--- config.mk ---
export PLATFORM = sky130hd
export DESIGN_NAME = peer_doorbell_regs
export DESIGN_NICKNAME = d
export VERILOG_FILES = /design/src/rtl/ivdb_pkg.sv /design/src/rtl/ivdb_regfile.sv /design/src/rtl/ivdb_doorbell.sv /design/src/rtl/ivdb_vec_slot.sv /design/src/rtl/peer_doorbell_regs.sv
export SDC_FILE = /design/constraint.sdc
export NUM_CORES = 1
export LEC_CHECK = 0
export CAP_MARGIN = 30
export CORE_UTILIZATION = 50
export DETAILED_ROUTE_END_ITERATION = 8
export GPL_TIMING_DRIVEN = 0
export PLACE_DENSITY = 0.86
export SKIP_LAST_GASP = 1
export SLEW_MARGIN = 20
export SYNTH_ARGS = -nofsm -noshare
export SYNTH_HDL_FRONTEND = slang
export SYNTH_SLANG_ARGS = --single-unit
--- constraint.sdc ---
create_clock -name clk -period 9 [get_ports clk]
set_input_delay 0.9 -clock clk [delete_from_list [all_inputs] [get_ports clk]]
set_output_delay 0.9 -clock clk [all_outputs]
set_load 0.1 [all_outputs]
--- src/rtl/ivdb_pkg.sv ---
package ivdb_pkg;

    localparam int REG_W       = 32;
    localparam int ADDR_W      = 8;
    localparam int BELL_PEER_W = 16;
    localparam int BELL_VEC_W  = 8;
    localparam int ID_W        = 16;

    localparam logic [ADDR_W-1:0] WR_ALIGN = 8'hFC;
    localparam logic [ADDR_W-1:0] OFF_MASK = 8'h00;
    localparam logic [ADDR_W-1:0] OFF_STAT = 8'h04;
    localparam logic [ADDR_W-1:0] OFF_ID   = 8'h08;
    localparam logic [ADDR_W-1:0] OFF_BELL = 8'h0C;

    typedef enum logic [2:0] {
        SEL_MASK,
        SEL_STAT,
        SEL_ID,
        SEL_BELL,
        SEL_NONE
    } reg_sel_e;

    // Doorbell data word layout; the middle byte carries nothing.
    typedef struct packed {
        logic [BELL_PEER_W-1:0] peer;
        logic [7:0]             spare;
        logic [BELL_VEC_W-1:0]  vector;
    } bell_word_t;

    function automatic reg_sel_e decode_off(input logic [ADDR_W-1:0] off);
        reg_sel_e sel;
        case (off)
            OFF_MASK: sel = SEL_MASK;
            OFF_STAT: sel = SEL_STAT;
            OFF_ID:   sel = SEL_ID;
            OFF_BELL: sel = SEL_BELL;
            default:  sel = SEL_NONE;
        endcase
        return sel;
    endfunction

    function automatic logic [ADDR_W-1:0] write_offset(input logic [ADDR_W-1:0] a);
        return a & WR_ALIGN;
    endfunction

endpackage

--- src/rtl/ivdb_regfile.sv ---
module ivdb_regfile
    import ivdb_pkg::*;
(
    input  logic             clk,
    input  logic             rst,
    input  logic             wr_en,
    input  reg_sel_e         wr_sel,
    input  logic [REG_W-1:0] wdata,
    input  logic             rd_en,
    input  reg_sel_e         rd_sel,
    input  logic [ID_W-1:0]  own_id,
    input  logic             legacy_hit,
    output logic [REG_W-1:0] mask_q,
    output logic [REG_W-1:0] stat_q,
    output logic             rsp_valid,
    output logic [REG_W-1:0] rsp_rdata
);

    logic [REG_W-1:0] mask_n;
    logic [REG_W-1:0] stat_n;
    logic [REG_W-1:0] rd_mux;

    always_comb begin
        mask_n = mask_q;
        stat_n = stat_q;
        if (wr_en && wr_sel == SEL_MASK) mask_n = wdata;
        if (wr_en && wr_sel == SEL_STAT) stat_n = wdata;
        if (rd_en && rd_sel == SEL_STAT) stat_n = '0;
        // An incoming legacy event outranks any software access.
        if (legacy_hit) stat_n = REG_W'(1);
    end

    always_comb begin
        case (rd_sel)
            SEL_MASK: rd_mux = mask_q;
            SEL_STAT: rd_mux = stat_q;
            SEL_ID:   rd_mux = REG_W'(own_id);
            default:  rd_mux = '0;
        endcase
    end

    always_ff @(posedge clk) begin
        if (rst) begin
            mask_q    <= '0;
            stat_q    <= '0;
            rsp_valid <= 1'b0;
            rsp_rdata <= '0;
        end else begin
            mask_q    <= mask_n;
            stat_q    <= stat_n;
            rsp_valid <= rd_en;
            rsp_rdata <= rd_en ? rd_mux : '0;
        end
    end

    AST_STAT_RDCLR: assert property (@(posedge clk) disable iff (rst)
        (rd_en && rd_sel == SEL_STAT && !legacy_hit && !(wr_en && wr_sel == SEL_STAT))
        |=> (stat_q == '0));

    AST_LEGACY_LOAD: assert property (@(posedge clk) disable iff (rst)
        legacy_hit |=> (stat_q == REG_W'(1)));

    AST_RSP_FOLLOWS_RD: assert property (@(posedge clk) disable iff (rst)
        rd_en |=> rsp_valid);

endmodule

--- src/rtl/ivdb_doorbell.sv ---
module ivdb_doorbell
    import ivdb_pkg::*;
#(
    parameter int NUM_PEERS = 4
) (
    input  logic                            clk,
    input  logic                            rst,
    input  logic                            bell_wr,
    input  bell_word_t                      bell_word,
    input  logic [BELL_PEER_W-1:0]          peer_count,
    input  logic [NUM_PEERS*BELL_VEC_W-1:0] peer_vec_counts,
    output logic                            fire_q,
    output logic [BELL_PEER_W-1:0]          peer_q,
    output logic [BELL_VEC_W-1:0]           vector_q
);

    logic [BELL_VEC_W-1:0] cnt_tab [NUM_PEERS];
    logic [BELL_VEC_W-1:0] sel_cnt;
    logic                  in_table;
    logic                  peer_ok;
    logic                  vec_ok;
    logic                  accept;

    genvar gi;
    generate
        for (gi = 0; gi < NUM_PEERS; gi++) begin : g_tab
            assign cnt_tab[gi] = peer_vec_counts[gi*BELL_VEC_W +: BELL_VEC_W];
        end
    endgenerate

    always_comb begin
        sel_cnt  = '0;
        in_table = 1'b0;
        for (int i = 0; i < NUM_PEERS; i++) begin
            if (bell_word.peer == BELL_PEER_W'(i)) begin
                sel_cnt  = cnt_tab[i];
                in_table = 1'b1;
            end
        end
    end

    assign peer_ok = in_table && (bell_word.peer < peer_count);
    assign vec_ok  = bell_word.vector < sel_cnt;
    assign accept  = bell_wr && peer_ok && vec_ok;

    always_ff @(posedge clk) begin
        if (rst) begin
            fire_q   <= 1'b0;
            peer_q   <= '0;
            vector_q <= '0;
        end else begin
            fire_q <= accept;
            if (accept) begin
                peer_q   <= bell_word.peer;
                vector_q <= bell_word.vector;
            end
        end
    end

    AST_FIRE_FROM_WRITE: assert property (@(posedge clk) disable iff (rst)
        fire_q |-> $past(bell_wr));

    AST_PEER_BOUND: assert property (@(posedge clk) disable iff (rst)
        fire_q |-> (peer_q < $past(peer_count)));

    AST_VEC_BOUND: assert property (@(posedge clk) disable iff (rst)
        fire_q |-> (vector_q < $past(sel_cnt)));

endmodule

--- src/rtl/ivdb_vec_slot.sv ---
module ivdb_vec_slot (
    input  logic clk,
    input  logic rst,
    input  logic evt,
    input  logic masked,
    input  logic route_on,
    output logic irq_q,
    output logic pend_q
);

    always_ff @(posedge clk) begin
        if (rst) begin
            irq_q  <= 1'b0;
            pend_q <= 1'b0;
        end else if (route_on) begin
            // Deliver when unmasked: a new event, or one held while masked.
            irq_q  <= !masked && (evt || pend_q);
            pend_q <= masked && (evt || pend_q);
        end else begin
            irq_q <= 1'b0;
        end
    end

    AST_MASKED_SILENT: assert property (@(posedge clk) disable iff (rst)
        irq_q |-> !$past(masked));

    AST_UNMASK_DELIVER: assert property (@(posedge clk) disable iff (rst)
        ($fell(masked) && pend_q && route_on) |=> (irq_q && !pend_q));

    AST_ROUTE_OFF_QUIET: assert property (@(posedge clk) disable iff (rst)
        !route_on |=> !irq_q);

endmodule

--- src/rtl/peer_doorbell_regs.sv ---
module peer_doorbell_regs
    import ivdb_pkg::*;
#(
    parameter int NUM_PEERS = 4,
    parameter int NUM_VECS  = 4
) (
    input  logic                            clk,
    input  logic                            rst,
    input  logic                            req_valid,
    input  logic                            req_write,
    input  logic [ADDR_W-1:0]               req_addr,
    input  logic [REG_W-1:0]                req_wdata,
    output logic                            rsp_valid,
    output logic [REG_W-1:0]                rsp_rdata,
    input  logic [ID_W-1:0]                 own_id,
    input  logic [BELL_PEER_W-1:0]          peer_count,
    input  logic [NUM_PEERS*BELL_VEC_W-1:0] peer_vec_counts,
    input  logic                            msg_mode,
    input  logic                            msg_enable,
    input  logic [NUM_VECS-1:0]             vec_mask,
    input  logic [NUM_VECS-1:0]             local_event,
    output logic                            bell_fire,
    output logic [BELL_PEER_W-1:0]          bell_peer,
    output logic [BELL_VEC_W-1:0]           bell_vector,
    output logic                            legacy_irq,
    output logic [NUM_VECS-1:0]             msg_irq,
    output logic [NUM_VECS-1:0]             msg_pending
);

    logic             wr_en;
    logic             rd_en;
    reg_sel_e         wr_sel;
    reg_sel_e         rd_sel;
    logic             legacy_hit;
    logic             route_on;
    logic [REG_W-1:0] mask_q;
    logic [REG_W-1:0] stat_q;
    bell_word_t       bell_word;

    assign wr_en      = req_valid && req_write;
    assign rd_en      = req_valid && !req_write;
    assign wr_sel     = decode_off(write_offset(req_addr));
    assign rd_sel     = decode_off(req_addr);
    assign bell_word  = bell_word_t'(req_wdata);
    assign legacy_hit = !msg_mode && (|local_event);
    assign route_on   = msg_mode && msg_enable;

    ivdb_regfile u_regs (
        .clk        (clk),
        .rst        (rst),
        .wr_en      (wr_en),
        .wr_sel     (wr_sel),
        .wdata      (req_wdata),
        .rd_en      (rd_en),
        .rd_sel     (rd_sel),
        .own_id     (own_id),
        .legacy_hit (legacy_hit),
        .mask_q     (mask_q),
        .stat_q     (stat_q),
        .rsp_valid  (rsp_valid),
        .rsp_rdata  (rsp_rdata)
    );

    ivdb_doorbell #(.NUM_PEERS(NUM_PEERS)) u_bell (
        .clk             (clk),
        .rst             (rst),
        .bell_wr         (wr_en && wr_sel == SEL_BELL),
        .bell_word       (bell_word),
        .peer_count      (peer_count),
        .peer_vec_counts (peer_vec_counts),
        .fire_q          (bell_fire),
        .peer_q          (bell_peer),
        .vector_q        (bell_vector)
    );

    genvar gv;
    generate
        for (gv = 0; gv < NUM_VECS; gv++) begin : g_vec
            ivdb_vec_slot u_slot (
                .clk      (clk),
                .rst      (rst),
                .evt      (local_event[gv]),
                .masked   (vec_mask[gv]),
                .route_on (route_on),
                .irq_q    (msg_irq[gv]),
                .pend_q   (msg_pending[gv])
            );
        end
    endgenerate

    assign legacy_irq = |(stat_q & mask_q);

    AST_NO_IRQ_IN_LEGACY: assert property (@(posedge clk) disable iff (rst)
        !msg_mode |=> (msg_irq == '0));

    AST_MSG_LEAVES_STATUS: assert property (@(posedge clk) disable iff (rst)
        (msg_mode && !req_valid) |=> $stable(stat_q));

endmodule

After elaboration in Yosys (flattened, before gate mapping)
Cells that the tools add are included.

Memories: 0. Output and inout port bits: 67. Word-level logic and storage cells: 88. Input bits: 118. Register bits: 130. RAM bits: 0. Bits in latches: 0. ROM bits: 0.

Shifts and indexed selects: 0. Magnitude comparators: 2. Multiply operators: 0. Bitwise logic cells: 3. Add/sub/neg operators: 0. Reduce and logical (&&, ||, !) cells: 40. Div/mod/pow operators: 0. Equal/unequal tests: 13. Multiplexer cells: 14.

Operators with widths (number): $pmux 32 s3 (1); $and 32x32->32 (1); $eq 16x2->1 const B (2); $mux 8 (4); $reduce_or 32->1 (1); $pmux 3 s4 (2); $logic_and 1x1->1 (19); $eq 16x1->1 const B (1); $eq 8x4->1 const B (2); $logic_not 16->1 (1); $logic_not 8->1 (2); $lt 16x16->1 (1); $eq 6x2->1 const B (2); $eq 8x3->1 const B (1); $lt 8x8->1 (1); $mux 1 (7); $eq 3x1->1 const B (2); $eq 3x2->1 const B (2); $eq 6x1->1 const B (1); $logic_not 1->1 (6); $logic_not 3->1 (2); $logic_or 1x1->1 (4); $reduce_or 2->1 (2); $reduce_or 4->1 (1); 3 further kinds (4).

Logic depth before layout (Yosys ltp)
Gate-level depths: netlist (run 1).

Depth in word-level cells: 8. Depth in mapped cells: 11. Mapped depth without buffers: 9.

By module
Synthesis (run 1) repeated with hierarchy kept, for this count alone.

Cell total of the unflattened synthesis: 654. Area total of the unflattened synthesis: 5848.1 sq um.

Modules (own cells, without submodules): ivdb_regfile (instances 1, seq. area each 1941.9 sq um, cells each 413, area each 3603.5 sq um); ivdb_doorbell (instances 1, seq. area each 500.5 sq um, cells each 176, area each 1681.6 sq um); ivdb_vec_slot (instances 4, seq. area each 40.0 sq um, cells each 7, area each 80.1 sq um); peer_doorbell_regs (instances 1, seq. area each 0.0 sq um, cells each 37, area each 242.7 sq um).

Least setup slack after synthesis (run 1)
No wires, ideal clock.

Kind: in2reg. Start: input req_wdata[16]. End: register u_bell.vector_q[1]. Setup time: 72 ps. Required time: 8928 ps. Data arrival time: 3645 ps. Setup slack: 5283 ps. Cell stages on the path: 9. Path buffers: 2. Path through: buf_1 -> mux4_2 -> nand2_1 -> ha_1 -> a2111oi_0 -> a21oi_1 -> a2111oi_4 -> buf_6 -> mux2i_1.

Longest elaborated chain between the ends: 8. Elaborated cells on any way between the ends: 17. Those cells by class: order compare (2); eq/ne (3); mux (8); reduce/logical (4).

Ends and longest elaborated chain: start: declaration (line peer_doorbell_regs.sv:12) `input logic [REG_W-1:0] req_wdata,`; parallel branches: the longest is 7 deep, another holds $lt 8x8->1; $logic_and 1x1->1 * (line ivdb_doorbell.sv:44) `assign accept = bell_wr && peer_ok && vec_ok;`; end signal: assignment (line ivdb_doorbell.sv:55) `vector_q <= bell_word.vector;`; end: declaration (line ivdb_doorbell.sv:14) `output logic [BELL_VEC_W-1:0] vector_q`.

Mark *: on every way between the ends. A chain may end at the register's enable or synchronous reset.

Worst setup path in the final report (run 1)
Start: input req_wdata[16]. End: register u_bell.vector_q[6].

Same word-level chain as after synthesis.

==> results of run 1 <==
kinds of logic (layout without fill, tap and decap cells):
family | after synthesis | in the layout | share of synthesized area
simple gates | 264 | 264 | 0.214
mux | 37 | 37 | 0.0841
buf+inv | 65 | 280 | 0.0508
compound gates | 121 | 121 | 0.141
fa+ha+maj | 22 | 22 | 0.0488
flops | 130 | 130 | 0.462
stage by stage:
stage	hold slack [ns]	setup slack, ns	power [mW]	instance area (sq um)	util
final	0.475	4.76	1.35	8190	0.752
after global routing	0.492	4.49	1.38	8190	0.752
after CTS	0.471	4.75	1.34	8180	0.752
after detailed placement	0.463	4.20	0.720	7630	0.701
after global placement	0.455	4.25	0.717	7630	0.701
after floorplan	0.446	5.28	0.645	5640	-
cell type report:
| class | count | area share |
|---|---|---|
| Sequential cell | 130 | 0.318 |
| Tap cell | 140 | 0.0214 |
| Clock buffer | 17 | 0.0506 |
| Multi-Input combinational cell | 444 | 0.335 |
| Timing Repair Buffer | 183 | 0.223 |
| Clock inverter | 15 | 0.0167 |
| Inverter | 16 | 0.00733 |
| Buffer | 49 | 0.0277 |
metal layers:
layer | vias up | global-route usage | share of wire
li1 | 2646 | - | -
met5 | - | 0 | 0
met2 | 372 | 0.522 | 0.49
met1 | 2661 | 0.353 | 0.38
met4 | 0 | 0.130 | 0.029
met3 | 56 | 0.0681 | 0.10
how the worst min path moves through the flow:
stage,startpoint,endpoint
finish,u_bell.peer_q[10],u_bell.peer_q[10]
global route,u_bell.peer_q[3],u_bell.peer_q[3]
CTS,u_regs.mask_q[20],u_regs.mask_q[20]
detailed placement,u_regs.mask_q[20],u_regs.mask_q[20]
global placement,u_regs.mask_q[10],u_regs.mask_q[10]
floorplan,u_regs.stat_q[2],u_regs.stat_q[2]
registers in the layout, indices dropped and copies added (netlist names):
register and flops:
g_vec.u_slot.irq_q 4, g_vec.u_slot.pend_q 4, u_bell.fire_q 1, u_bell.peer_q 16, u_bell.vector_q 8, u_regs.mask_q 32, u_regs.rsp_rdata 32, u_regs.rsp_valid 1
u_regs.stat_q 32
cell usage in the layout (no fill, tap or decap), types with 2 or more instances in the layout:
master	count
a211o_1	4
a21oi_1	69
a221oi_1	2
a222oi_1	13
a22o_1	2
a22oi_1	15
a31oi_1	5
buf_1	5
buf_4	9
clkbuf_1	33
clkbuf_16	16
clkdlybuf4s50_1	182
clkinv_2	2
clkinv_4	2
clkinvlp_4	7
dfxtp_1	130
ha_1	22
inv_1	16
inv_6	3
mux2_2	3
mux2i_1	26
mux4_2	8
nand2_1	142
nand2b_1	21
nand3_1	9
nand4_1	3
nor2_1	45
nor3_1	6
nor3b_1	15
nor4_1	11
o21ai_0	4
or3_1	2
or4_1	3
worst max-delay path, delay by kind of cell:
family | cells | cell delay, ns
buf+inv | 3 | 1.39
compound gates | 3 | 1.29
fa+ha+maj | 1 | 0.23
simple gates | 1 | 0.08
mux | 2 | 0.79
power groups by stage:
stage	clock network (mW)	registers [mW]	logic [mW]
after floorplan	0	0.593	0.0524
final	0.637	0.579	0.130
after detailed placement	0	0.592	0.128
after global routing	0.659	0.579	0.139
after CTS	0.634	0.579	0.129
after global placement	0	0.592	0.126
==> results.json, run 1 <==
{
  "syn_to_final_growth_pct": 45.3,
  "cts_sinks": 130,
  "finalCritPeriodShare": 0.471,
  "cp_cell_sequence": "clkdlybuf4s50_1 > buf_1 > mux4_2 > nand2_1 > ha_1 > a2111oi_0 > a21oi_1 > a2111oi_4 > buf_6 > mux2i_1",
  "crit_path_top_delay_cell": "a2111oi_4",
  "cts_buffer_depth": 2,
  "antenna_found_initial": 0,
  "vias": 5735,
  "htree_levels": 4,
  "crit_start": "req_wdata[16]",
  "ys_ff_latch": 130,
  "maxCapViolCount": 0,
  "coreArea_sq_um": 10900,
  "fin_skew_ns": 0.00857,
  "cp_data_required_time_ns": 9.45,
  "multiInputGateArea_sq_um": 2750,
  "grt_pass1_vias": 5502,
  "start_util": 0.518,
  "swShare": 0.246,
  "diodes": 0,
  "timing.critical_path.to": "u_bell.vector_q[6]",
  "routabilityCongestion": 0.849,
  "avgRoutedWirePerCell_um": 17.3,
  "yosysTopAreaCellShare": 0.462,
  "hpwl_um": 13100,
  "port_buffers": 182,
  "grt_pass1_wl_um": 26800,
  "die-height_um": 108,
  "synth_top_cells_by_area": "dfxtp_1 (46%), nand2_1 (9.5%), a21oi_1 (6.1%)",
  "synth_area_leader_cell": "dfxtp_1",
  "placementRows": 38,
  "worst_slew_pin_slew_ns": 0.997,
  "place_inst": 961,
  "powerDensity_nw_per_um2": 164,
  "fill_cells": 732,
  "ios": 185,
  "outcome": "complete, no violations",
  "synthTopCellsByCount": "nand2_1 (142), dfxtp_1 (130), a21oi_1 (69)",
  "clk_latency_ns": 0.52,
  "finalMaxSlewViolations": 0,
  "synth_nets": 779,
  "root_buffer": "clkbuf_8",
  "synth_cell_types": 43,
  "reg2regPathDepth": 3,
  "r2r_end": "u_regs.rsp_rdata[6]",
  "clk_pin_slew_ns": 0.06,
  "die-area_sq_um": 11700,
  "drc_errors": 0,
  "netlist_instances": 639,
  "async_flop_share": 0,
  "synthMostInstantiatedCell": "nand2_1",
  "slew_headroom": 0.333,
  "synth_edf_count": 0,
  "layout-drive-gt1-share": 0.0679,
  "hp-class": "flop to flop",
  "setup-violations-final": 0,
  "ys.flop_type": "dfxtp_1",
  "num-nets-final": 981,
  "die_w_um": 108,
  "critical_path_class": "primary input to flop",
  "crit_path_max_fanout": 10,
  "rsz0062_at_grt": "false",
  "seq_area_sq_um": 2600,
  "crit_arrival_ns": 4.69,
  "fmax_mhz": 236,
  "drtIter0Drc": 492,
  "grt_max_degree": 17,
  "min_period_ns": 4.24,
  "pwr-share-seq": 0.430,
  "fin_cells": 994,
  "hold_depth": 1,
  "yosysSeqAreaShare": 0.462,
  "finalHoldViolCount": 0,
  "ir_drop_uv": 119,
  "wl_um": 17200,
  "cts_tree": "done",
  "yosysWarningCount": 0,
  "cts_hold_buf": 0,
  "drt_pass1_iterations": 6,
  "r2r_slack_ns": 7.99,
  "viasPerCell": 5.77,
  "switching_power_uw": 330,
  "cts_buffers": 17,
  "start_kind": "primary input",
  "ant_nets": 0,
  "netlist_area_sq_um": 5640,
  "clkPwrFrac": 0.473,
  "cp-end-kind": "flop",
  "p_leak_nw": 2.87,
  "intPower_mw": 1.02,
  "p_comb_frac": 0.096,
  "syn_avg_cell_area_sq_um": 8.82,
  "track_usage": 0.300,
  "r2r-start": "u_regs.mask_q[6]",
  "ctsResizeCount": 0,
  "post-cts-setup-buffers": 0,
  "finalSetupTns_ns": 0,
  "grt-ovfl-total": 0,
  "slowest_delay_ns": 0.67
}
(Power assumes the default switching activity.)
==> run 2, diff against run 1 <==
--- a/config.mk
+++ b/config.mk
@@ -6,10 +6,10 @@
 export NUM_CORES = 1
 export LEC_CHECK = 0
 export CAP_MARGIN = 30
-export CORE_UTILIZATION = 50
+export CORE_UTILIZATION = 46
 export DETAILED_ROUTE_END_ITERATION = 8
 export GPL_TIMING_DRIVEN = 0
-export PLACE_DENSITY = 0.86
+export PLACE_DENSITY = 0.8
 export SKIP_LAST_GASP = 1
 export SLEW_MARGIN = 20
 export SYNTH_ARGS = -nofsm -noshare
==> constraint.sdc (replaced) <==
create_clock -name clk -period 4.2 [get_ports clk]
set_input_delay 0.42 -clock clk [delete_from_list [all_inputs] [get_ports clk]]
set_output_delay 0.42 -clock clk [all_outputs]
set_load 0.1 [all_outputs]
==> results.json, run 2 (synthesis results as in run 1) <==
{
  "cts_sinks": 130,
  "use_met2": 0.486,
  "wl_um": 17300,
  "ir_drop_uv": 226,
  "layout-drive-gt1-share": 0.0668,
  "hp-class": "flop to flop",
  "track_usage": 0.277,
  "layout_common_cells": "clkdlybuf4s50_1 (182), nand2_1 (142), dfxtp_1 (130)",
  "num-nets-final": 980,
  "clk_pin_slew_ns": 0.06,
  "grtUsageMet3": 0.0713,
  "post-cts-setup-buffers": 0,
  "finalCritPeriodShare": 0.914,
  "grt_util_met1": 0.314,
  "antenna_found_initial": 0,
  "mostFrequentLayoutCell": "clkdlybuf4s50_1",
  "syn_to_final_growth_pct": 46.3,
  "outcome": "complete, but fails checks",
  "p_comb_frac": 0.092,
  "worst_slew_pin_slew_ns": 1.00,
  "switching_power_uw": 710,
  "crit_path_max_fanout": 10,
  "clkPwrFrac": 0.499,
  "ctsResizeCount": 0,
  "port_buffers": 182,
  "rsz0062_at_grt": "false",
  "grt-ovfl-total": 0,
  "min_period_ns": 3.84,
  "maxCapViolCount": 0,
  "fill_cells": 883,
  "ant_nets": 0,
  "post-route-util": 0.689,
  "root_buffer": "clkbuf_16",
  "swShare": 0.234,
  "cts_tree": "done",
  "coreArea_sq_um": 12000,
  "grt_max_degree": 17,
  "drtIter0Drc": 563,
  "largestRegisters": "u_regs.mask_q: 32 flops, u_regs.rsp_rdata: 32 flops, u_regs.stat_q: 32 flops",
  "grt_pass1_vias": 5645,
  "cp_data_required_time_ns": 4.54,
  "finalHoldViolCount": 0,
  "vias": 5620,
  "start_kind": "primary input",
  "violations": "DRC",
  "critical_path_class": "primary input to flop",
  "diodes": 0,
  "fin_skew_ns": 0.00887,
  "hpwl_um": 13100,
  "pwr-share-seq": 0.409,
  "slew_headroom": 0.330,
  "ios": 185,
  "htree_levels": 4,
  "powerDensity_nw_per_um2": 368,
  "die_w_um": 113,
  "die-height_um": 113,
  "whs_ns": 0.473,
  "viasPerCell": 5.62,
  "finalMaxSlewViolations": 0,
  "avgRoutedWirePerCell_um": 17.3,
  "start_util": 0.471,
  "grt_pass1_wl_um": 27100,
  "clk_latency_ns": 0.42,
  "cts_buffers": 17,
  "cts_buffer_depth": 2,
  "drc_errors": 2,
  "fmax_mhz": 261,
  "r2r_slack_ns": 3.23,
  "routabilityCongestion": 0.875,
  "placementRows": 40,
  "drt_pass1_iterations": 8,
  "die-area_sq_um": 12700,
  "intPower_mw": 2.33,
  "p_leak_nw": 2.91,
  "setup-violations-final": 0,
  "grt_busiest_layer": "met2",
  "cts_hold_buf": 0,
  "crit_arrival_ns": 4.18,
  "cp-end-kind": "flop"
}
## run 2: cell count changes in the layout (fill, tap and decap cells not counted)
cell        before  now
clkbuf_16       16   17
inv_6            3    5
bufinv_16        1    3
clkinv_2         2    3
clkinv_4         2    1
clkbuf_2         1    0
clkinvlp_4       7    3
clkbuf_8         1    0
## run 2: area by class of cell
type                            count  area [sq um]  share of cell area
Multi-Input combinational cell    444          2750               0.333
Inverter                           16          60.1             0.00728
Timing Repair Buffer              182          1820               0.221
Tap cell                          147           184              0.0223
Clock buffer                       17           425              0.0516
Buffer                             49           226              0.0275
Sequential cell                   130          2600               0.316
Clock inverter                     15           180              0.0218
## run 2: worst paths after layout
| check | startpoint | to | cells past startpoint |
|---|---|---|---|
| worst max-delay path | req_wdata[16] | u_bell.vector_q[1] | 10 |
| worst min-delay path | u_bell.peer_q[5] | u_bell.peer_q[5] | 1 |
| worst max register to register | u_regs.stat_q[6] | u_regs.rsp_rdata[6] | 3 |
| worst min register to register | u_bell.peer_q[5] | u_bell.peer_q[5] | 1 |
## run 2: through the flow
stage                     area [sq um]  power [mW]  TNS, ns  instances  setup slack [ns]
after floorplan                   5640        1.38        0        639             0.963
after global placement            7640        1.54    -1.03        968           -0.0778
after detailed placement          7640        1.55   -0.758        968           -0.0711
after CTS                         8250        3.03        0       1000             0.334
after global routing              8250        3.12        0       1000            0.0925
final                             8250        3.04        0       1000             0.362
## run 2: power groups by stage
stage / clock network [mW] / logic (mW) / registers [mW]
detailed placement: 0 / 0.277 / 1.27
floorplan: 0 / 0.112 / 1.27
finish: 1.52 / 0.279 / 1.24
CTS: 1.51 / 0.279 / 1.24
global placement: 0 / 0.271 / 1.27
global route: 1.58 / 0.300 / 1.24
## run 2: metal layers
metal / wire length, um / vias up
met4: 485 / 0
met2: 8650 / 319
met5: 0 / -
met1: 6570 / 2617
met3: 1590 / 48
li1: - / 2636
## run 2: critical path, stage by stage
cell and delay [ns]:
clkdlybuf4s50_1 0.51, buf_1 0.64, mux4_2 0.59, nand2_1 0.08
ha_1 0.23, a2111oi_0 0.43, a21oi_1 0.18, a2111oi_4 0.65
buf_6 0.24, mux2i_1 0.21
==> run 3, diff against run 2 <==
--- a/config.mk
+++ b/config.mk
@@ -6,6 +6,7 @@
 export NUM_CORES = 1
 export LEC_CHECK = 0
 export CAP_MARGIN = 30
+export CORE_MARGIN = 8
 export CORE_UTILIZATION = 46
 export DETAILED_ROUTE_END_ITERATION = 8
 export GPL_TIMING_DRIVEN = 0
==> results.json, run 3 (synthesis results as in run 1) <==
{
  "slowest_delay_ns": 0.65,
  "clk_pin_slew_ns": 0.06,
  "grt-ovfl-total": 0,
  "rsz0062_at_grt": "false",
  "avgRoutedWirePerCell_um": 18.7,
  "clk_latency_ns": 0.43,
  "crit_arrival_ns": 3.92,
  "grt_pass1_vias": 5765,
  "ant_nets": 0,
  "whs_ns": 0.474,
  "start_util": 0.469,
  "layout_common_cells": "clkdlybuf4s50_1 (182), nand2_1 (142), dfxtp_1 (130)",
  "place_inst": 968,
  "fmax_mhz": 280,
  "die-area_sq_um": 16000,
  "maxCapViolCount": 0,
  "setup_ws_ns": 0.625,
  "cp-end-kind": "flop",
  "crit_path_top_delay_cell": "a2111oi_4",
  "fin_skew_ns": 0.0122,
  "vias": 5597,
  "mostFrequentLayoutCell": "clkdlybuf4s50_1",
  "largestRegisters": "u_regs.mask_q: 32 flops, u_regs.rsp_rdata: 32 flops, u_regs.stat_q: 32 flops",
  "cts_buffers": 17,
  "routabilityCongestion": 0.861,
  "start_kind": "primary input",
  "min_period_ns": 3.57,
  "hpwl_um": 14300,
  "cp_top_family": "buffers and inverters",
  "ios": 185,
  "p_leak_nw": 2.93,
  "cts_sinks": 130,
  "port_buffers": 182,
  "dp_slack_ns": -0.0909,
  "drc_errors": 0,
  "finalHoldViolCount": 0,
  "drt_pass1_iterations": 7,
  "fin_cells": 1001,
  "worst_slew_pin_slew_ns": 1.02,
  "post-route-util": 0.691,
  "hp-class": "flop to flop",
  "power.total_mw": 3.12,
  "finalCritPeriodShare": 0.851,
  "die_w_um": 127,
  "setup-violations-final": 0,
  "finalMaxSlewViolations": 0,
  "num-nets-final": 981,
  "syn_to_final_growth_pct": 47.2,
  "layout-drive-gt1-share": 0.0679,
  "grt_max_degree": 17,
  "slew_headroom": 0.318,
  "fill_cells": 952,
  "critical_path_class": "primary input to flop",
  "ir_drop_uv": 265,
  "diodes": 0,
  "die-height_um": 127,
  "cp_data_required_time_ns": 4.54,
  "viasPerCell": 5.59,
  "outcome": "complete, no violations",
  "grt_pass1_wl_um": 29600,
  "coreArea_sq_um": 12000,
  "track_usage": 0.232,
  "seq_area_sq_um": 2600,
  "cp_cell_sequence": "clkdlybuf4s50_1 > clkbuf_1 > mux4_2 > nand2_1 > ha_1 > a2111oi_0 > a21oi_1 > a2111oi_4 > buf_6 > mux2i_1",
  "antenna_found_initial": 0,
  "htree_levels": 4,
  "cts_tree": "done",
  "root_buffer": "clkbuf_16",
  "placementRows": 40,
  "powerDensity_nw_per_um2": 376,
  "wl_um": 18700,
  "cts_hold_buf": 0,
  "multiInputGateArea_sq_um": 2750,
  "drtIter0Drc": 566,
  "crit_buf_inv": 3,
  "crit_path_max_fanout": 10,
  "cts_buffer_depth": 2
}
[run 3: worst paths after layout]
| kind | start | endpoint | slack [ns] | depth (start not counted) |
|---|---|---|---|---|
| max | req_wdata[17] | u_bell.vector_q[1] | 0.63 | 10 |
| min | u_regs.mask_q[25] | u_regs.mask_q[25] | 0.47 | 2 |
| max reg2reg | u_regs.mask_q[6] | u_regs.rsp_rdata[6] | 3.21 | 3 |
| min reg2reg | u_regs.mask_q[25] | u_regs.mask_q[25] | 0.47 | 2 |
[run 3: per-layer routing]
layer | vias up | GRT usage | part of all wire
li1 | 2640 | - | -
met1 | 2600 | 0.258 | 0.37
met2 | 317 | 0.404 | 0.50
met3 | 40 | 0.0792 | 0.11
met4 | 0 | 0.0847 | 0.021
met5 | - | 0 | 0
[run 3: what timing repair did]
| action | CTS | global route |
|---|---|---|
| setup buffers | 0 | 0 |
| endpoints found under the setup margin | 0 | 4 |
| gates resized for setup | 0 | 2 |
| endpoints found under the hold margin | 0 | 0 |
[run 3: area by class of cell]
class,instances,area share
Clock buffer,21,0.0567
Clock inverter,11,0.0214
Multi-Input combinational cell,444,0.331
Sequential cell,130,0.314
Timing Repair Buffer,183,0.220
Buffer,49,0.0275
Inverter,16,0.00724
Tap cell,147,0.0222
[run 3: report_power, final]
part,switching (mW),total [mW],internal (mW)
clock network,0.553,1.60,1.04
logic,0.129,0.279,0.150
registers,0.00349,1.24,1.24
total,0.686,3.12,2.43
[run 3: through the flow]
| stage | setup TNS (ns) | cell area (sq um) |
|---|---|---|
| finish | 0 | 8300 |
| global route | 0 | 8300 |
| CTS | 0 | 8290 |
| detailed placement | -0.967 | 7640 |
| global placement | -0.598 | 7640 |
| floorplan | 0 | 5640 |
[run 3: worst reg2reg max path, cell delays in order, from the launching register on]
cell and delay [ns]:
dfxtp_1 0.33, mux2_2 0.30, a22oi_1 0.16, nor2_1 0.06
